## config.mk

```make
export PLATFORM = sky130hd
export DESIGN_NAME = imply_exec
export DESIGN_NICKNAME = d
export VERILOG_FILES = /design/src/rtl/imply_pkg.sv /design/src/rtl/imply_decode.sv /design/src/rtl/imply_bank.sv /design/src/rtl/imply_meter.sv /design/src/rtl/imply_exec.sv
export SDC_FILE = /design/constraint.sdc
export NUM_CORES = 1
export LEC_CHECK = 0
export BUFFER_PORTS_ARGS = -buffer_cell sky130_fd_sc_hd__buf_2
export CAP_MARGIN = 20
export CORE_MARGIN = 4
export CORE_UTILIZATION = 48
export DETAILED_ROUTE_END_ITERATION = 10
export PLACE_DENSITY = 0.69
export SYNTH_ARGS = -nofsm -noshare
export SYNTH_HDL_FRONTEND = slang
export SYNTH_SLANG_ARGS = --single-unit
```

## constraint.sdc

```tcl
create_clock -name clk_i -period 4.4 [get_ports clk_i]
set_input_delay 0.88 -clock clk_i [delete_from_list [all_inputs] [get_ports clk_i]]
set_output_delay 0.88 -clock clk_i [all_outputs]
set_load 0.005 [all_outputs]
```

## src/rtl/imply_pkg.sv

```systemverilog
package imply_pkg;
  typedef enum logic [1:0] {
    OP_NOP = 2'b00,
    OP_CLR = 2'b01,
    OP_IMP = 2'b10,
    OP_RD  = 2'b11
  } op_e;
endpackage

```

## src/rtl/imply_decode.sv

```systemverilog
module imply_decode
  import imply_pkg::*;
#(
  parameter int IDX_W = 4,
  localparam int OP_W = 2 + 2 * IDX_W
) (
  input  logic             op_valid_i,
  input  logic             op_ready_i,
  input  logic [OP_W-1:0]  op_word_i,
  output logic [IDX_W-1:0] p_idx_o,
  output logic [IDX_W-1:0] q_idx_o,
  output logic             clr_o,
  output logic             imp_o,
  output logic             rd_o,
  output logic             pulse_o
);
  op_e  opc;
  logic fire;

  assign opc     = op_e'(op_word_i[OP_W-1 -: 2]);
  assign p_idx_o = op_word_i[2*IDX_W-1 -: IDX_W];
  assign q_idx_o = op_word_i[IDX_W-1:0];
  assign fire    = op_valid_i && op_ready_i;

  always_comb begin
    clr_o = 1'b0;
    imp_o = 1'b0;
    rd_o  = 1'b0;
    if (fire) begin
      unique case (opc)
        OP_CLR:  clr_o = 1'b1;
        OP_IMP:  imp_o = 1'b1;
        OP_RD:   rd_o  = 1'b1;
        default: ;
      endcase
    end
  end

  assign pulse_o = clr_o | imp_o;
endmodule

```

## src/rtl/imply_bank.sv

```systemverilog
module imply_bank #(
  parameter int N_CELLS = 16,
  parameter int N_IN    = 4,
  localparam int IDX_W  = $clog2(N_CELLS)
) (
  input  logic             clk_i,
  input  logic             rst_ni,
  input  logic             load_en_i,
  input  logic [N_IN-1:0]  load_data_i,
  input  logic             clr_i,
  input  logic             imp_i,
  input  logic             rd_i,
  input  logic [IDX_W-1:0] p_idx_i,
  input  logic [IDX_W-1:0] q_idx_i,
  output logic             rd_valid_o,
  output logic             rd_data_o
);
  logic [N_CELLS-1:0] cells_q, cells_d;
  logic               src_bit;
  logic               rd_valid_q, rd_data_q;

  assign src_bit = cells_q[p_idx_i];

  for (genvar g = 0; g < N_CELLS; g++) begin : g_cell
    logic hit;
    logic op_nxt;
    assign hit    = (q_idx_i == IDX_W'(g));
    // implication overwrites target with !src | target
    assign op_nxt = clr_i ? 1'b0
                  : (imp_i ? (~src_bit | cells_q[g]) : cells_q[g]);
    if (g < N_IN) begin : g_in
      assign cells_d[g] = load_en_i ? load_data_i[g]
                        : (hit ? op_nxt : cells_q[g]);
    end else begin : g_wk
      assign cells_d[g] = hit ? op_nxt : cells_q[g];
    end
  end

  always_ff @(posedge clk_i or negedge rst_ni) begin
    if (!rst_ni) begin
      cells_q    <= '0;
      rd_valid_q <= 1'b0;
      rd_data_q  <= 1'b0;
    end else begin
      cells_q    <= cells_d;
      rd_valid_q <= rd_i;
      if (rd_i) rd_data_q <= cells_q[q_idx_i];
    end
  end

  assign rd_valid_o = rd_valid_q;
  assign rd_data_o  = rd_data_q;

  p_false_clears_r2: assert property (@(posedge clk_i) disable iff (!rst_ni)
    clr_i |=> cells_q[$past(q_idx_i)] == 1'b0);

  p_imply_force_r3: assert property (@(posedge clk_i) disable iff (!rst_ni)
    (imp_i && !src_bit) |=> cells_q[$past(q_idx_i)] == 1'b1);

  p_imply_keep_r3: assert property (@(posedge clk_i) disable iff (!rst_ni)
    (imp_i && src_bit && (p_idx_i != q_idx_i))
      |=> cells_q[$past(q_idx_i)] == $past(cells_q[q_idx_i]));

  p_src_hold_r3: assert property (@(posedge clk_i) disable iff (!rst_ni)
    (imp_i && (p_idx_i != q_idx_i)) |=> cells_q[$past(p_idx_i)] == $past(src_bit));

  p_self_imply_r4: assert property (@(posedge clk_i) disable iff (!rst_ni)
    (imp_i && (p_idx_i == q_idx_i)) |=> cells_q[$past(q_idx_i)] == 1'b1);

  p_idle_stable_r5: assert property (@(posedge clk_i) disable iff (!rst_ni)
    (!clr_i && !imp_i && !load_en_i) |=> $stable(cells_q));
endmodule

```

## src/rtl/imply_meter.sv

```systemverilog
module imply_meter #(
  parameter int N_CELLS = 16,
  parameter int N_IN    = 4,
  parameter int CNT_W   = 16,
  localparam int IDX_W  = $clog2(N_CELLS),
  localparam int AREA_W = $clog2(N_CELLS + 1),
  localparam int N_WORK = N_CELLS - N_IN
) (
  input  logic              clk_i,
  input  logic              rst_ni,
  input  logic              cnt_clr_i,
  input  logic              pulse_i,
  input  logic [IDX_W-1:0]  q_idx_i,
  output logic [CNT_W-1:0]  pulse_cnt_o,
  output logic [AREA_W-1:0] area_o
);
  localparam logic [CNT_W-1:0] CNT_MAX = {CNT_W{1'b1}};

  logic [CNT_W-1:0]  cnt_q;
  logic [N_WORK-1:0] used_q, used_d;
  logic [AREA_W-1:0] area;

  for (genvar w = 0; w < N_WORK; w++) begin : g_use
    assign used_d[w] = used_q[w] | (pulse_i && (q_idx_i == IDX_W'(N_IN + w)));
  end

  always_ff @(posedge clk_i or negedge rst_ni) begin
    if (!rst_ni) begin
      cnt_q  <= '0;
      used_q <= '0;
    end else if (cnt_clr_i) begin
      cnt_q  <= '0;
      used_q <= '0;
    end else begin
      used_q <= used_d;
      if (pulse_i && cnt_q != CNT_MAX) cnt_q <= cnt_q + 1'b1;
    end
  end

  always_comb begin
    area = AREA_W'(N_IN);
    for (int i = 0; i < N_WORK; i++) area = area + AREA_W'(used_q[i]);
  end

  assign pulse_cnt_o = cnt_q;
  assign area_o      = area;

  p_cnt_step_r7: assert property (@(posedge clk_i) disable iff (!rst_ni)
    (pulse_i && !cnt_clr_i && cnt_q != CNT_MAX) |=> cnt_q == $past(cnt_q) + 1'b1);

  p_no_overflow_r8: assert property (@(posedge clk_i) disable iff (!rst_ni)
    (cnt_q == CNT_MAX && !cnt_clr_i) |=> cnt_q == CNT_MAX);

  p_cnt_clear_r9: assert property (@(posedge clk_i) disable iff (!rst_ni)
    cnt_clr_i |=> (cnt_q == '0 && area_o == AREA_W'(N_IN)));

  p_area_range_r10: assert property (@(posedge clk_i) disable iff (!rst_ni)
    (area_o >= AREA_W'(N_IN)) && (area_o <= AREA_W'(N_CELLS)));
endmodule

```

## src/rtl/imply_exec.sv

```systemverilog
module imply_exec #(
  parameter int N_CELLS = 16,
  parameter int N_IN    = 4,
  parameter int CNT_W   = 16,
  localparam int IDX_W  = $clog2(N_CELLS),
  localparam int OP_W   = 2 + 2 * IDX_W,
  localparam int AREA_W = $clog2(N_CELLS + 1)
) (
  input  logic              clk_i,
  input  logic              rst_ni,
  input  logic              load_en_i,
  input  logic [N_IN-1:0]   load_data_i,
  input  logic              cnt_clr_i,
  input  logic              op_valid_i,
  output logic              op_ready_o,
  input  logic [OP_W-1:0]   op_word_i,
  output logic              rd_valid_o,
  output logic              rd_data_o,
  output logic [CNT_W-1:0]  pulse_cnt_o,
  output logic [AREA_W-1:0] area_o
);
  logic [IDX_W-1:0] p_idx, q_idx;
  logic             clr_op, imp_op, rd_op, pulse;

  // parallel load owns the bank for its cycle
  assign op_ready_o = !load_en_i;

  imply_decode #(.IDX_W(IDX_W)) u_dec (
    .op_valid_i (op_valid_i),
    .op_ready_i (op_ready_o),
    .op_word_i  (op_word_i),
    .p_idx_o    (p_idx),
    .q_idx_o    (q_idx),
    .clr_o      (clr_op),
    .imp_o      (imp_op),
    .rd_o       (rd_op),
    .pulse_o    (pulse)
  );

  imply_bank #(.N_CELLS(N_CELLS), .N_IN(N_IN)) u_bank (
    .clk_i       (clk_i),
    .rst_ni      (rst_ni),
    .load_en_i   (load_en_i),
    .load_data_i (load_data_i),
    .clr_i       (clr_op),
    .imp_i       (imp_op),
    .rd_i        (rd_op),
    .p_idx_i     (p_idx),
    .q_idx_i     (q_idx),
    .rd_valid_o  (rd_valid_o),
    .rd_data_o   (rd_data_o)
  );

  imply_meter #(.N_CELLS(N_CELLS), .N_IN(N_IN), .CNT_W(CNT_W)) u_meter (
    .clk_i       (clk_i),
    .rst_ni      (rst_ni),
    .cnt_clr_i   (cnt_clr_i),
    .pulse_i     (pulse),
    .q_idx_i     (q_idx),
    .pulse_cnt_o (pulse_cnt_o),
    .area_o      (area_o)
  );

  p_rd_valid_r6: assert property (@(posedge clk_i) disable iff (!rst_ni)
    rd_op |=> rd_valid_o);

  p_rd_idle_r6: assert property (@(posedge clk_i) disable iff (!rst_ni)
    !rd_op |=> !rd_valid_o);

  p_load_blocks_r11: assert property (@(posedge clk_i) disable iff (!rst_ni)
    load_en_i |=> $stable(pulse_cnt_o) || $past(cnt_clr_i));
endmodule

```

==> reports/results.md, run 1 <==
| Step | Parameter | This run |
|---|---|---|
| status | Run status | complete, but fails checks |
| status | Failing checks | setup timing |
| pwr | Maximum vdd ir drop | 139 µV |
| pwr | Power Density | 258 mW/mm² |
| placement | Instance area at placement | 0.00312 mm² |
| clock network | Clock tree from TritonCTS | done |
| job | Total of max-cap violations | 0 |
| logic synthesis | Cell area after synthesis | 0.00288 mm² |
| detailed routing | Count of unresolved DRC violations after routing | 0 |
| logic synthesis | Cells after synthesis | 304 |
| timing | Count of endpoints failing hold in the final timing report | 0 |
| floorplanning | Die Wd | 85.4 µm |
| layout | Fill cell total of the finished layout | 505 |
| setup path | Required arrival time at the worst endpoint | 3.52 ns |
| min path | Class of the tightest hold or removal check | flop to flop |
| timing | Highest achievable clock rate | 224 MHz |
| setup path | Arrival time of the worst setup path | 3.59 ns |
| layout | Commonest non-fill, non-tap cells in the layout | sky130_fd_sc_hd__dfrtp_1 (46), sky130_fd_sc_hd__buf_2 (41), sky130_fd_sc_hd__inv_1 (35), sky130_fd_sc_hd__a21oi_1 (35), sky130_fd_sc_hd__nand2_1 (27) |
| floorplanning | Total I/O pin count | 43 |
| layout | Final cell area excluding filler cells | 0.00329 mm² |
| clock network | Number of hold-repair buffers added at the cts stage | 0 |
| logic synthesis | Post-synthesis share of cell area spent on and, or, nand and nor gates | 0.178 |
| detailed routing | Detailed-route wire length | 6.27 mm |
| logic synthesis | YS warnings | 0 |
| logic synthesis | Flip-flop cell with the highest count after synthesis | sky130_fd_sc_hd__dfrtp_1 |
| logic synthesis | Portion of netlist area occupied by mux cells | 0.0908 |
| logic synthesis | Number of flops mapped to enable cells by yosys | 0 |
| layout | Area added between synthesis and finish | 14.3% |
| logic synthesis | Adder and majority gate portion of the synthesized area | 0.0748 |
| timing | Final min period | 4.47 ns |
| timing | Clock tree skew after final layout | 0.00189 ns |
| global route | Number of antenna violations at the first check in global routing | 0 |
| setup path | Slack of the worst reg-to-reg path | 2.44 ns |
| global route | Vias in the first global route | 2287 |
| global route | First-pass GRT wire length | 10.7 mm |
| logic synthesis | Fraction of post-synthesis cell area in the top cell type by area | 0.400 |
| placement | HPWL after DPL | 4.65 mm |
| setup path | Critical setup path kind | flop to output pin |
| clock network | Root Buffer | sky130_fd_sc_hd__clkbuf_8 |
| logic synthesis | Sequential cell area fraction in the yosys report | 0.400 |
| placement | Number of buffers inserted by port buffering | 42 |
| setup path | Worst r2r dst | u_bank.cells_q[14]$_DFFE_PN0P_ |
| detailed routing | Iteration count of the initial detailed-routing pass | 5 |
| timing | Max-slew violation total from the final report | 0 |
| clock network | # clock sinks | 46 |
| timing | Unrepaired setup endpoints after global routing | true |
| placement | RePlAce Congestion | 0.805 |
| setup path | Count of cells along the worst register-to-register path | 5 |
| setup path | Crit path launch type | flop |
| layout | Ant. Diodes | 0 |
| clock network | H-tree depth | 2 |
| layout | Final net count | 373 |
| clock network | Inserted Clock Buffers | 5 |
| logic synthesis | Number of distinct standard cells referenced by the synthesized netlist | 45 |
| logic synthesis | Flop and latch count out of synthesis | 46 |
| detailed routing | Vias | 2255 |
| layout | Most common library cell in the layout ignoring fill and taps | sky130_fd_sc_hd__dfrtp_1 |
| floorplanning | Total core area | 0.00568 mm² |
| global route | Largest net degree at the start of global routing | 47 |
| detailed routing | Per-cell via count in the routed design | 5.45 |
| logic synthesis | Average size of a mapped cell | 9.47 µm² |
| logic synthesis | Area leader, netlist | sky130_fd_sc_hd__dfrtp_1 |
| detailed routing | Remaining antenna violation count | 0 |
| floorplanning | Initial core utilization | 0.507 |
| setup path | Launching element of the worst setup path | u_meter.used_q[5]$_DFF_PN0_ |
| logic synthesis | Dominant combinational cell family by area after synthesis | simple AND/OR/NAND/NOR gates |
| setup path | Max FO, Critical Path | 2 |
| floorplanning | Die Outline Area | 0.00730 mm² |
| logic synthesis | Main area contributors after synthesis | sky130_fd_sc_hd__dfrtp_1 (40%), sky130_fd_sc_hd__a21oi_1 (6.3%), sky130_fd_sc_hd__mux2i_1 (5.6%) |
| floorplanning | Count of standard-cell rows | 27 |
| detailed routing | DR iter-0 viols | 142 |
| floorplanning | Die height | 85.4 µm |
| layout | Proportion of layout cells with a drive suffix above 1 | 0.222 |
| timing | Slew at the pin with the worst max-slew slack | 1.01 ns |
| setup path | Crit path capture | area_o[1] |
| timing | Headroom to the max-slew limit | 0.306 |
| setup path | Worst reg2reg startpoint | u_bank.cells_q[9]$_DFFE_PN0P_ |
| timing | Final setup fails | 3 |
| setup path | Endpoint kind of the worst setup timing path | output pin |
| clock network | Clk pin slew, worst setup/hold paths | 0.09 ns |
| detailed routing | Avg WL per Cell | 15.1 µm |
| global route | Overall track demand over capacity in global routing | 0.180 |
| clock network | Source-to-sink clock delay at the later pin of the worst-skew pair | 0.30 ns |
| clock network | Clock Path Buffers | 2 |
| pwr | Leakage power summed over all cells | 0.00152 µW |
| timing | Worst hold slack after final layout | 0.492 ns |
| logic synthesis | Compound-gate portion of the synthesized area | 0.131 |
| timing | Post-layout worst setup margin | -0.0682 ns |
| logic synthesis | Async set or reset register ratio after synthesis | 1.00 |
| logic synthesis | Syn_nets | 336 |
| timing | Post-route clock period utilization | 1.02 |
| logic synthesis | Synthesized-area fraction occupied by xor and xnor cells | 0.0513 |
| global route | Overflow left after global routing | 0 |
-- routing by layer --
layer	vias to the layer above	wire length [µm]	global-route usage
li1	1122	-	-
met1	1069	2790	0.245
met2	58	3110	0.303
met3	6	312	0.0282
met4	0	56	0.0403
met5	-	0	0
-- critical path: stages, from the launching register on --
cell and delay (ns):
sky130_fd_sc_hd__dfrtp_1 0.41, sky130_fd_sc_hd__fa_1 0.54, sky130_fd_sc_hd__inv_1 0.05, sky130_fd_sc_hd__fa_1 0.45
sky130_fd_sc_hd__fa_1 0.51, sky130_fd_sc_hd__fa_2 0.44, sky130_fd_sc_hd__inv_2 0.08, sky130_fd_sc_hd__ha_4 0.13
sky130_fd_sc_hd__inv_2 0.03, sky130_fd_sc_hd__fa_2 0.52, sky130_fd_sc_hd__inv_2 0.03, sky130_fd_sc_hd__buf_6 0.10
-- power breakdown --
part / internal [µW] / total [µW] / switching [µW] / leakage (µW)
combinational: 34.4 / 94.7 / 60.3 / 0.000839
sequential: 431 / 438 / 6.79 / 0.000633
clock: 170 / 317 / 147 / 0.0000514
total: 635 / 849 / 214 / 0.00152
-- registers in the layout, summed over array words and instances (netlist names) --
register and cells:
u_bank.cells_q 16, u_bank.rd_data_o 1, u_bank.rd_valid_o 1, u_meter.pulse_cnt_o 16, u_meter.used_q 12
-- synthesized netlist by cell type, types with 4 or more instances --
master	n
sky130_fd_sc_hd__inv_1	39
sky130_fd_sc_hd__fa_1	7
sky130_fd_sc_hd__o2111ai_1	6
sky130_fd_sc_hd__o21ai_0	4
sky130_fd_sc_hd__buf_1	4
sky130_fd_sc_hd__nand4_1	5
sky130_fd_sc_hd__ha_1	6
sky130_fd_sc_hd__clkbuf_1	6
sky130_fd_sc_hd__buf_2	4
sky130_fd_sc_hd__nand2_1	27
sky130_fd_sc_hd__dfrtp_1	46
sky130_fd_sc_hd__mux4_2	4
sky130_fd_sc_hd__nand3_1	13
sky130_fd_sc_hd__xnor2_1	15
sky130_fd_sc_hd__nor3_1	5
sky130_fd_sc_hd__mux2i_1	16
sky130_fd_sc_hd__nor2_1	20
sky130_fd_sc_hd__a21oi_1	36
-- worst min path at each step --
stage                                 startpoint                      endpoint  depth (start not counted)
detailed placement  u_bank.rd_data_o$_DFFE_PN0P_  u_bank.rd_data_o$_DFFE_PN0P_                          2
global route                              rst_ni   u_meter.used_q[2]$_DFF_PN0_                          1
CTS                 u_bank.rd_data_o$_DFFE_PN0P_  u_bank.rd_data_o$_DFFE_PN0P_                          2
floorplan            u_meter.used_q[2]$_DFF_PN0_   u_meter.used_q[2]$_DFF_PN0_                          2
finish              u_bank.rd_data_o$_DFFE_PN0P_  u_bank.rd_data_o$_DFFE_PN0P_                          2
global placement    u_bank.rd_data_o$_DFFE_PN0P_  u_bank.rd_data_o$_DFFE_PN0P_                          2
-- logic make-up (layout without fill, tap and decap cells) --
kind of cell / after synthesis / in the layout
buffers and inverters: 54 / 92
flip-flops: 46 / 46
AO/OA/AOI/OAI: 59 / 59
adder cells (fa/ha/maj): 13 / 13
XOR/XNOR: 16 / 16
AND/OR/NAND/NOR: 95 / 95
multiplexers: 21 / 21
-- metrics by stage --
step	cells	TNS (ns)	power (µW)	utilization	worst slack, ns
6_report	414	-0.171	849	0.580	-0.0682
5_1_grt	414	-0.705	886	0.580	-0.200
4_1_cts	413	-0.208	852	0.571	-0.0823
3_5_place_dp	404	0	538	0.549	0.239
3_3_place_gp	404	0	537	0.549	0.272
2_1_floorplan	304	0	504	-	0.411
-- repair_timing --
action | in CTS | in global routing
resized for setup | 1 | 10
setup buffers | 1 | 0
setup endpoints to repair | 4 | 4
pin swaps | 0 | 5
-- area by class of cell --
cell class	instances	area [µm²]	share of cell area
clock buffers	6	72.6	0.0221
clock inverters	2	37.5	0.0114
inverters	39	146	0.0445
multi-input cells	204	1540	0.468
flip-flops and latches	46	1150	0.350
well taps	72	90.1	0.0274
repair buffers	45	251	0.0764
Note: power is estimated with default switching activity, not from simulation.
==> run 2: changes to the inputs <==
clock period = 5.4 ns   (was 4.4 ns; I/O delays follow)
==> reports/results.md, run 2 (same netlist as run 1, synthesis figures left out) <==
| Step | Parameter | This run | vs previous |
|---|---|---|---|
| detailed routing | Iteration count of the initial detailed-routing pass | 4 | was 5 |
| floorplanning | Die height | 85.4 µm | unchanged |
| detailed routing | Per-cell via count in the routed design | 5.53 | was 5.45 |
| clock network | H-tree depth | 2 | unchanged |
| min path | Start point of the worst hold path | u_bank.rd_data_o$_DFFE_PN0P_ | unchanged |
| clock network | Clock Path Buffers | 2 | unchanged |
| timing | Count of endpoints failing hold in the final timing report | 0 | unchanged |
| floorplanning | Total I/O pin count | 43 | unchanged |
| floorplanning | Initial core utilization | 0.507 | unchanged |
| floorplanning | Die Outline Area | 0.00730 mm² | unchanged |
| layout | Ant. Diodes | 0 | unchanged |
| pwr | Net Sw Power | 176 µW | was 214 µW |
| layout | Commonest non-fill, non-tap cells in the layout | sky130_fd_sc_hd__dfrtp_1 (46), sky130_fd_sc_hd__buf_2 (42), sky130_fd_sc_hd__inv_1 (39), sky130_fd_sc_hd__a21oi_1 (36), sky130_fd_sc_hd__nand2_1 (27) | was sky130_fd_sc_hd__dfrtp_1 (46), sky130_fd_sc_hd__buf_2 (41), sky130_fd_sc_hd__inv_1 (35), sky130_fd_sc_hd__a21oi_1 (35), sky130_fd_sc_hd__nand2_1 (27) |
| layout | Area added between synthesis and finish | 12.8% | was 14.3% |
| placement | Number of buffers inserted by port buffering | 42 | unchanged |
| global route | Number of antenna violations at the first check in global routing | 0 | unchanged |
| clock network | # clock sinks | 46 | unchanged |
| pwr | Power share of the combinational group | 0.110 | was 0.111 |
| setup path | Required arrival time at the worst endpoint | 4.32 ns | was 3.52 ns |
| global route | Vias in the first global route | 2302 | was 2287 |
| clock network | Inserted Clock Buffers | 5 | unchanged |
| detailed routing | Detailed-route wire length | 6.24 mm | was 6.27 mm |
| clock network | Root Buffer | sky130_fd_sc_hd__clkbuf_8 | unchanged |
| clock network | Gates resized, CTS repair | 0 | was 1 |
| detailed routing | DR iter-0 viols | 130 | was 142 |
| pwr | Leakage power summed over all cells | 0.00152 µW | about the same |
| placement | RePlAce Congestion | 0.805 | about the same |
| setup path | Worst reg2reg startpoint | u_meter.pulse_cnt_o[0]$_DFFE_PN0P_ | was u_bank.cells_q[9]$_DFFE_PN0P_ |
| timing | Headroom to the max-slew limit | 0.319 | was 0.306 |
| timing | Max-slew violation total from the final report | 0 | unchanged |
| setup path | Crit path launch type | flop | unchanged |
| detailed routing | Vias | 2284 | was 2255 |
| pwr | Switching Fraction | 0.254 | was 0.252 |
| clock network | Clk pin slew, worst setup/hold paths | 0.09 ns | about the same |
| floorplanning | Die Wd | 85.4 µm | unchanged |
| placement | Instance area at placement | 0.00312 mm² | unchanged |
| layout | Multi-input combinational cell area | 0.00151 mm² | was 0.00154 mm² |
| placement | HPWL after DPL | 4.65 mm | about the same |
| layout | Final net count | 372 | was 373 |
| timing | Final min period | 4.70 ns |  |
| pwr | Maximum vdd ir drop | 126 µV | was 139 µV |
| clock network | Setup Buffers After CTS | 0 | was 1 |
| layout | Final cell area excluding filler cells | 0.00325 mm² | was 0.00329 mm² |
| global route | Overall track demand over capacity in global routing | 0.181 | was 0.180 |
| timing | Highest achievable clock rate | 213 MHz |  |
| setup path | Max FO, Critical Path | 2 | unchanged |
| timing | Post-route clock period utilization | 0.870 |  |
| detailed routing | Avg WL per Cell | 15.1 µm | about the same |
| setup path | Critical setup path kind | flop to output pin | unchanged |
| clock network | Number of hold-repair buffers added at the cts stage | 0 | unchanged |
| clock network | Clock tree from TritonCTS | done | unchanged |
| setup path | Arrival time of the worst setup path | 3.62 ns | was 3.59 ns |
| layout | Proportion of layout cells with a drive suffix above 1 | 0.194 | was 0.222 |
| timing | Total negative setup slack | 0 ns | was -0.171 ns |
| pwr | Power Density | 213 mW/mm² | was 258 mW/mm² |
| setup path | Endpoint kind of the worst setup timing path | output pin | unchanged |
| detailed routing | Count of unresolved DRC violations after routing | 0 | unchanged |
| status | Run status | finished, final reports clean | was complete, but fails checks |
| pwr | Internal power | 517 µW | was 635 µW |
| pwr | Relative contribution of sequential cells to total power | 0.515 | about the same |
| layout | Most common library cell in the layout ignoring fill and taps | sky130_fd_sc_hd__dfrtp_1 | unchanged |
| floorplanning | Count of standard-cell rows | 27 | unchanged |
| setup path | Launching element of the worst setup path | u_meter.used_q[5]$_DFF_PN0_ | unchanged |
| global route | Largest net degree at the start of global routing | 47 | unchanged |
| floorplanning | Total core area | 0.00568 mm² | unchanged |
| min path | Class of the tightest hold or removal check | flop to flop | unchanged |
| timing | Slew at the pin with the worst max-slew slack | 0.994 ns | was 1.01 ns |
| timing | Final setup fails | 0 | was 3 |
| global route | Overflow left after global routing | 0 | unchanged |
| global route | First-pass GRT wire length | 10.8 mm | was 10.7 mm |
| layout | Footprint of the flip-flops and latches | 0.00115 mm² | unchanged |
| timing | Unrepaired setup endpoints after global routing | false | was true |
| job | Total of max-cap violations | 0 | unchanged |
| detailed routing | Remaining antenna violation count | 0 | unchanged |
| clock network | Source-to-sink clock delay at the later pin of the worst-skew pair | 0.30 ns | about the same |
| pwr | Clock share of power | 0.375 | was 0.373 |
| timing | Clock tree skew after final layout | 0.00214 ns | was 0.00189 ns |
| layout | Fill cell total of the finished layout | 519 | was 505 |
run 2: cell types whose count changed in the layout (fill, tap and decap cells not counted), moves of 2 or more:
cell	change
sky130_fd_sc_hd__fa_2	-2
sky130_fd_sc_hd__fa_1	+2
sky130_fd_sc_hd__inv_1	+4
sky130_fd_sc_hd__inv_2	-4
run 2: worst max-delay path, cell delays in order (launching register included):
cell and delay (ns):
sky130_fd_sc_hd__dfrtp_1 0.42, sky130_fd_sc_hd__fa_1 0.54, sky130_fd_sc_hd__inv_1 0.05, sky130_fd_sc_hd__fa_1 0.45, sky130_fd_sc_hd__fa_1 0.51, sky130_fd_sc_hd__fa_1 0.41, sky130_fd_sc_hd__inv_1 0.07, sky130_fd_sc_hd__ha_1 0.16
sky130_fd_sc_hd__inv_1 0.05, sky130_fd_sc_hd__fa_1 0.40, sky130_fd_sc_hd__inv_1 0.07, sky130_fd_sc_hd__a22o_1 0.11, sky130_fd_sc_hd__buf_2 0.10
run 2: cell type report:
class / instances / share of cell area
multi-input cells: 204 / 0.466
flip-flops and latches: 46 / 0.354
inverters: 39 / 0.0451
clock buffers: 6 / 0.0223
well taps: 72 / 0.0277
clock inverters: 2 / 0.0116
repair buffers: 44 / 0.0732
run 2: power by group through the flow:
stage | clock network [µW] | logic, µW | registers, µW
2_1_floorplan | 0 | 48.7 | 362
3_3_place_gp | 0 | 74.3 | 363
3_5_place_dp | 0 | 75.0 | 364
4_1_cts | 263 | 75.3 | 357
5_1_grt | 280 | 86.1 | 358
6_report | 260 | 76.1 | 357
run 2: routing by layer:
layer,global-route usage,share of wire,up-vias
li1,-,-,1122
met1,0.245,0.44,1087
met2,0.303,0.49,69
met3,0.0398,0.057,6
met4,0.0317,0.0067,0
met5,0,0,-
run 2: path summary, 6_finish.rpt:
| kind | to | slack, ns | cells after the start |
|---|---|---|---|
| setup / recovery | area_o[4] | 0.70 | 12 |
| max in group asynchronous | u_meter.pulse_cnt_o[14]$_DFFE_PN0P_ | 4.19 | 2 |
| hold / removal | u_bank.rd_data_o$_DFFE_PN0P_ | 0.49 | 2 |
| hold reg to reg | u_bank.rd_data_o$_DFFE_PN0P_ | 0.49 | 2 |
| min in group asynchronous | u_bank.cells_q[15]$_DFFE_PN0P_ | 0.71 | 1 |
| setup reg to reg | u_meter.pulse_cnt_o[14]$_DFFE_PN0P_ | 3.45 | 5 |
run 2: stage by stage:
step	util	hold slack (ns)	instances	total power, µW	worst slack [ns]
2_1_floorplan	-	0.469	304	411	1.21
3_3_place_gp	0.549	0.472	404	438	1.07
3_5_place_dp	0.549	0.473	404	439	1.04
4_1_cts	0.569	0.494	412	695	0.688
5_1_grt	0.572	0.539	413	724	0.491
6_report	0.572	0.492	413	693	0.704
==> run 3: changes to the inputs <==
clock period = 4.5 ns   (was 5.4 ns; I/O delays follow)
==> reports/results.md, run 3 (same netlist as run 1, synthesis figures left out) <==
| Step | Parameter | This run | vs previous |
|---|---|---|---|
| setup path | Launching element of the worst setup path | u_meter.used_q[5]$_DFF_PN0_ | unchanged |
| clock network | # clock sinks | 46 | unchanged |
| pwr | Clock share of power | 0.373 | was 0.375 |
| setup path | Worst reg2reg startpoint | u_bank.cells_q[9]$_DFFE_PN0P_ | was u_meter.pulse_cnt_o[0]$_DFFE_PN0P_ |
| timing | Final min period | 4.49 ns |  |
| detailed routing | DR iter-0 viols | 142 | was 130 |
| pwr | Leakage power summed over all cells | 0.00152 µW | about the same |
| floorplanning | Total I/O pin count | 43 | unchanged |
| pwr | Maximum vdd ir drop | 136 µV | was 126 µV |
| status | Run status | finished, final reports clean | unchanged |
| min path | Start point of the worst hold path | u_bank.rd_data_o$_DFFE_PN0P_ | unchanged |
| setup path | CP cell instances | fa_1, inv_1, fa_1, fa_1, fa_2, inv_2, ha_4, inv_2, fa_2, inv_2, buf_6 | was fa_1, inv_1, fa_1, fa_1, fa_1, inv_1, ha_1, inv_1, fa_1, inv_1, a22o_1, buf_2 |
| clock network | H-tree depth | 2 | unchanged |
| global route | Routing usage on met2 | 0.303 | unchanged |
| timing | Max-slew violation total from the final report | 0 | unchanged |
| timing | Clock tree skew after final layout | 0.00189 ns | was 0.00214 ns |
| pwr | Total power consumption of the routed design | 830 µW | was 693 µW |
| setup path | Largest delay contributor family on the critical path | adder cells | unchanged |
| setup path | Highest-delay cell along the critical path | sky130_fd_sc_hd__fa_1 | unchanged |
| global route | Global-route met1 utilization | 0.245 | about the same |
| floorplanning | Count of standard-cell rows | 27 | unchanged |
| clock network | Clock tree from TritonCTS | done | unchanged |
| floorplanning | Die height | 85.4 µm | unchanged |
| global route | Most crowded layer after global routing | met2 | unchanged |
| layout | Most common library cell in the layout ignoring fill and taps | sky130_fd_sc_hd__dfrtp_1 | unchanged |
| job | Total of max-cap violations | 0 | unchanged |
| placement | HPWL after DPL | 4.65 mm | about the same |
| layout | Finished Core Util | 0.580 | was 0.572 |
| detailed routing | Remaining antenna violation count | 0 | unchanged |
| floorplanning | Die Outline Area | 0.00730 mm² | unchanged |
| placement | RePlAce Congestion | 0.805 | about the same |
| global route | Largest net degree at the start of global routing | 47 | unchanged |
| global route | Number of antenna violations at the first check in global routing | 0 | unchanged |
| timing | Headroom to the max-slew limit | 0.306 | was 0.319 |
| setup path | Number of buffers and inverters on the critical path | 5 | unchanged |
| placement | Cell Count Post-Placement | 404 | unchanged |
| placement | Instance area at placement | 0.00312 mm² | unchanged |
| clock network | Source-to-sink clock delay at the later pin of the worst-skew pair | 0.30 ns | about the same |
| pwr | Internal power | 621 µW | was 517 µW |
| min path | Class of the tightest hold or removal check | flop to flop | unchanged |
| timing | Worst hold slack after final layout | 0.492 ns | about the same |
| floorplanning | Initial core utilization | 0.507 | unchanged |
| setup path | Crit path launch type | flop | unchanged |
| setup path | Max FO, Critical Path | 2 | unchanged |
| setup path | Critical setup path kind | flop to output pin | unchanged |
| setup path | Endpoint kind of the worst setup timing path | output pin | unchanged |
| layout | Commonest non-fill, non-tap cells in the layout | sky130_fd_sc_hd__dfrtp_1 (46), sky130_fd_sc_hd__buf_2 (41), sky130_fd_sc_hd__inv_1 (35), sky130_fd_sc_hd__a21oi_1 (35), sky130_fd_sc_hd__nand2_1 (27) | was sky130_fd_sc_hd__dfrtp_1 (46), sky130_fd_sc_hd__buf_2 (42), sky130_fd_sc_hd__inv_1 (39), sky130_fd_sc_hd__a21oi_1 (36), sky130_fd_sc_hd__nand2_1 (27) |
| pwr | Power Density | 252 mW/mm² | was 213 mW/mm² |
| detailed routing | Vias | 2255 | was 2284 |
| clock network | Root Buffer | sky130_fd_sc_hd__clkbuf_8 | unchanged |
| detailed routing | Iteration count of the initial detailed-routing pass | 5 | was 4 |
| clock network | Inserted Clock Buffers | 5 | unchanged |
| layout | Ant. Diodes | 0 | unchanged |
| timing | Final setup fails | 0 | unchanged |
| timing | Highest achievable clock rate | 223 MHz |  |
| detailed routing | Per-cell via count in the routed design | 5.45 | was 5.53 |
| detailed routing | Avg WL per Cell | 15.1 µm | about the same |
| global route | Overall track demand over capacity in global routing | 0.180 | was 0.181 |
| pwr | Power share of the combinational group | 0.111 | was 0.110 |
| layout | Final net count | 373 | was 372 |
| setup path | Required arrival time at the worst endpoint | 3.60 ns | was 4.32 ns |
| pwr | Net Sw Power | 209 µW | was 176 µW |
| floorplanning | Total core area | 0.00568 mm² | unchanged |
| detailed routing | Detailed-route wire length | 6.27 mm | was 6.24 mm |
| timing | Count of endpoints failing hold in the final timing report | 0 | unchanged |
| layout | Area added between synthesis and finish | 14.3% | was 12.8% |
| timing | Unrepaired setup endpoints after global routing | true | was false |
| global route | Vias in the first global route | 2287 | was 2302 |
| layout | Final cell area excluding filler cells | 0.00329 mm² | was 0.00325 mm² |
| layout | Proportion of layout cells with a drive suffix above 1 | 0.222 | was 0.194 |
| floorplanning | Die Wd | 85.4 µm | unchanged |
| timing | Slew at the pin with the worst max-slew slack | 1.01 ns | was 0.994 ns |
| global route | Met3 track demand over resource | 0.0282 | was 0.0398 |
| layout | Fill cell total of the finished layout | 505 | was 519 |
| timing | Post-route clock period utilization | 0.997 |  |
| setup path | Arrival time of the worst setup path | 3.59 ns | was 3.62 ns |
| clock network | Clock Path Buffers | 2 | unchanged |
| layout | Post-route insts no fill | 414 | was 413 |
| clock network | Number of hold-repair buffers added at the cts stage | 0 | unchanged |
| pwr | Relative contribution of sequential cells to total power | 0.515 | about the same |
| detailed routing | Count of unresolved DRC violations after routing | 0 | unchanged |
| global route | First-pass GRT wire length | 10.7 mm | was 10.8 mm |
| clock network | Clk pin slew, worst setup/hold paths | 0.09 ns | about the same |
| pwr | Switching Fraction | 0.252 | was 0.254 |
| global route | Overflow left after global routing | 0 | unchanged |
| setup path | Largest stage delay, worst path | 0.54 ns | about the same |
| placement | Number of buffers inserted by port buffering | 42 | unchanged |
## run 3: power groups by stage
stage / registers, µW / clock network (µW) / logic [µW]
3_5_place_dp: 436 / 0 / 90.1
4_1_cts: 428 / 315 / 90.4
3_3_place_gp: 436 / 0 / 89.2
5_1_grt: 430 / 332 / 105
2_1_floorplan: 435 / 0 / 58.4
6_report: 428 / 310 / 92.6
## run 3: worst reg2reg max path: cells and delay by family, from the launching register on
family / cells / cell delay [ns]
muxes: 1 / 0.82
DFF: 1 / 0.38
AOI/OAI and AO/OA: 2 / 0.37
and+or+nand+nor: 1 / 0.16
buffers and inverters: 1 / 0.07
## run 3: path summary, 6_finish.rpt
kind / slack [ns] / endpoint / cells past startpoint
setup / recovery: 0.01 / area_o[1] / 11
min in group asynchronous: 0.53 / u_bank.rd_data_o$_DFFE_PN0P_ / 1
hold / removal: 0.49 / u_bank.rd_data_o$_DFFE_PN0P_ / 2
setup reg to reg: 2.54 / u_bank.cells_q[14]$_DFFE_PN0P_ / 5
hold reg to reg: 0.49 / u_bank.rd_data_o$_DFFE_PN0P_ / 2
max in group asynchronous: 3.47 / u_meter.pulse_cnt_o[14]$_DFFE_PN0P_ / 2
## run 3: repair_timing
| action | in CTS | in global routing |
|---|---|---|
| buffers inserted | 1 | 0 |
| pin swaps | 0 | 5 |
| setup endpoints to repair | 2 | 4 |
| gates resized for setup | 1 | 10 |
## run 3: area by class of cell
cell class | count | area, µm² | share of cell area
clock buffers | 6 | 72.6 | 0.0221
clock inverters | 2 | 37.5 | 0.0114
inverters | 39 | 146 | 0.0445
multi-input cells | 204 | 1540 | 0.468
flip-flops and latches | 46 | 1150 | 0.350
well taps | 72 | 90.1 | 0.0274
repair buffers | 45 | 251 | 0.0764
## run 3: layer usage
layer	part of all wire	vias up
li1	-	1122
met1	0.45	1069
met2	0.50	58
met3	0.050	6
met4	0.0089	0
met5	0	-
## run 3: metrics by stage
step | TNS [ns] | setup WS, ns
after floorplan | 0 | 0.491
after global placement | 0 | 0.352
after detailed placement | 0 | 0.319
after CTS | -0.00233 | -0.00233
after global routing | -0.385 | -0.120
final | 0 | 0.0118
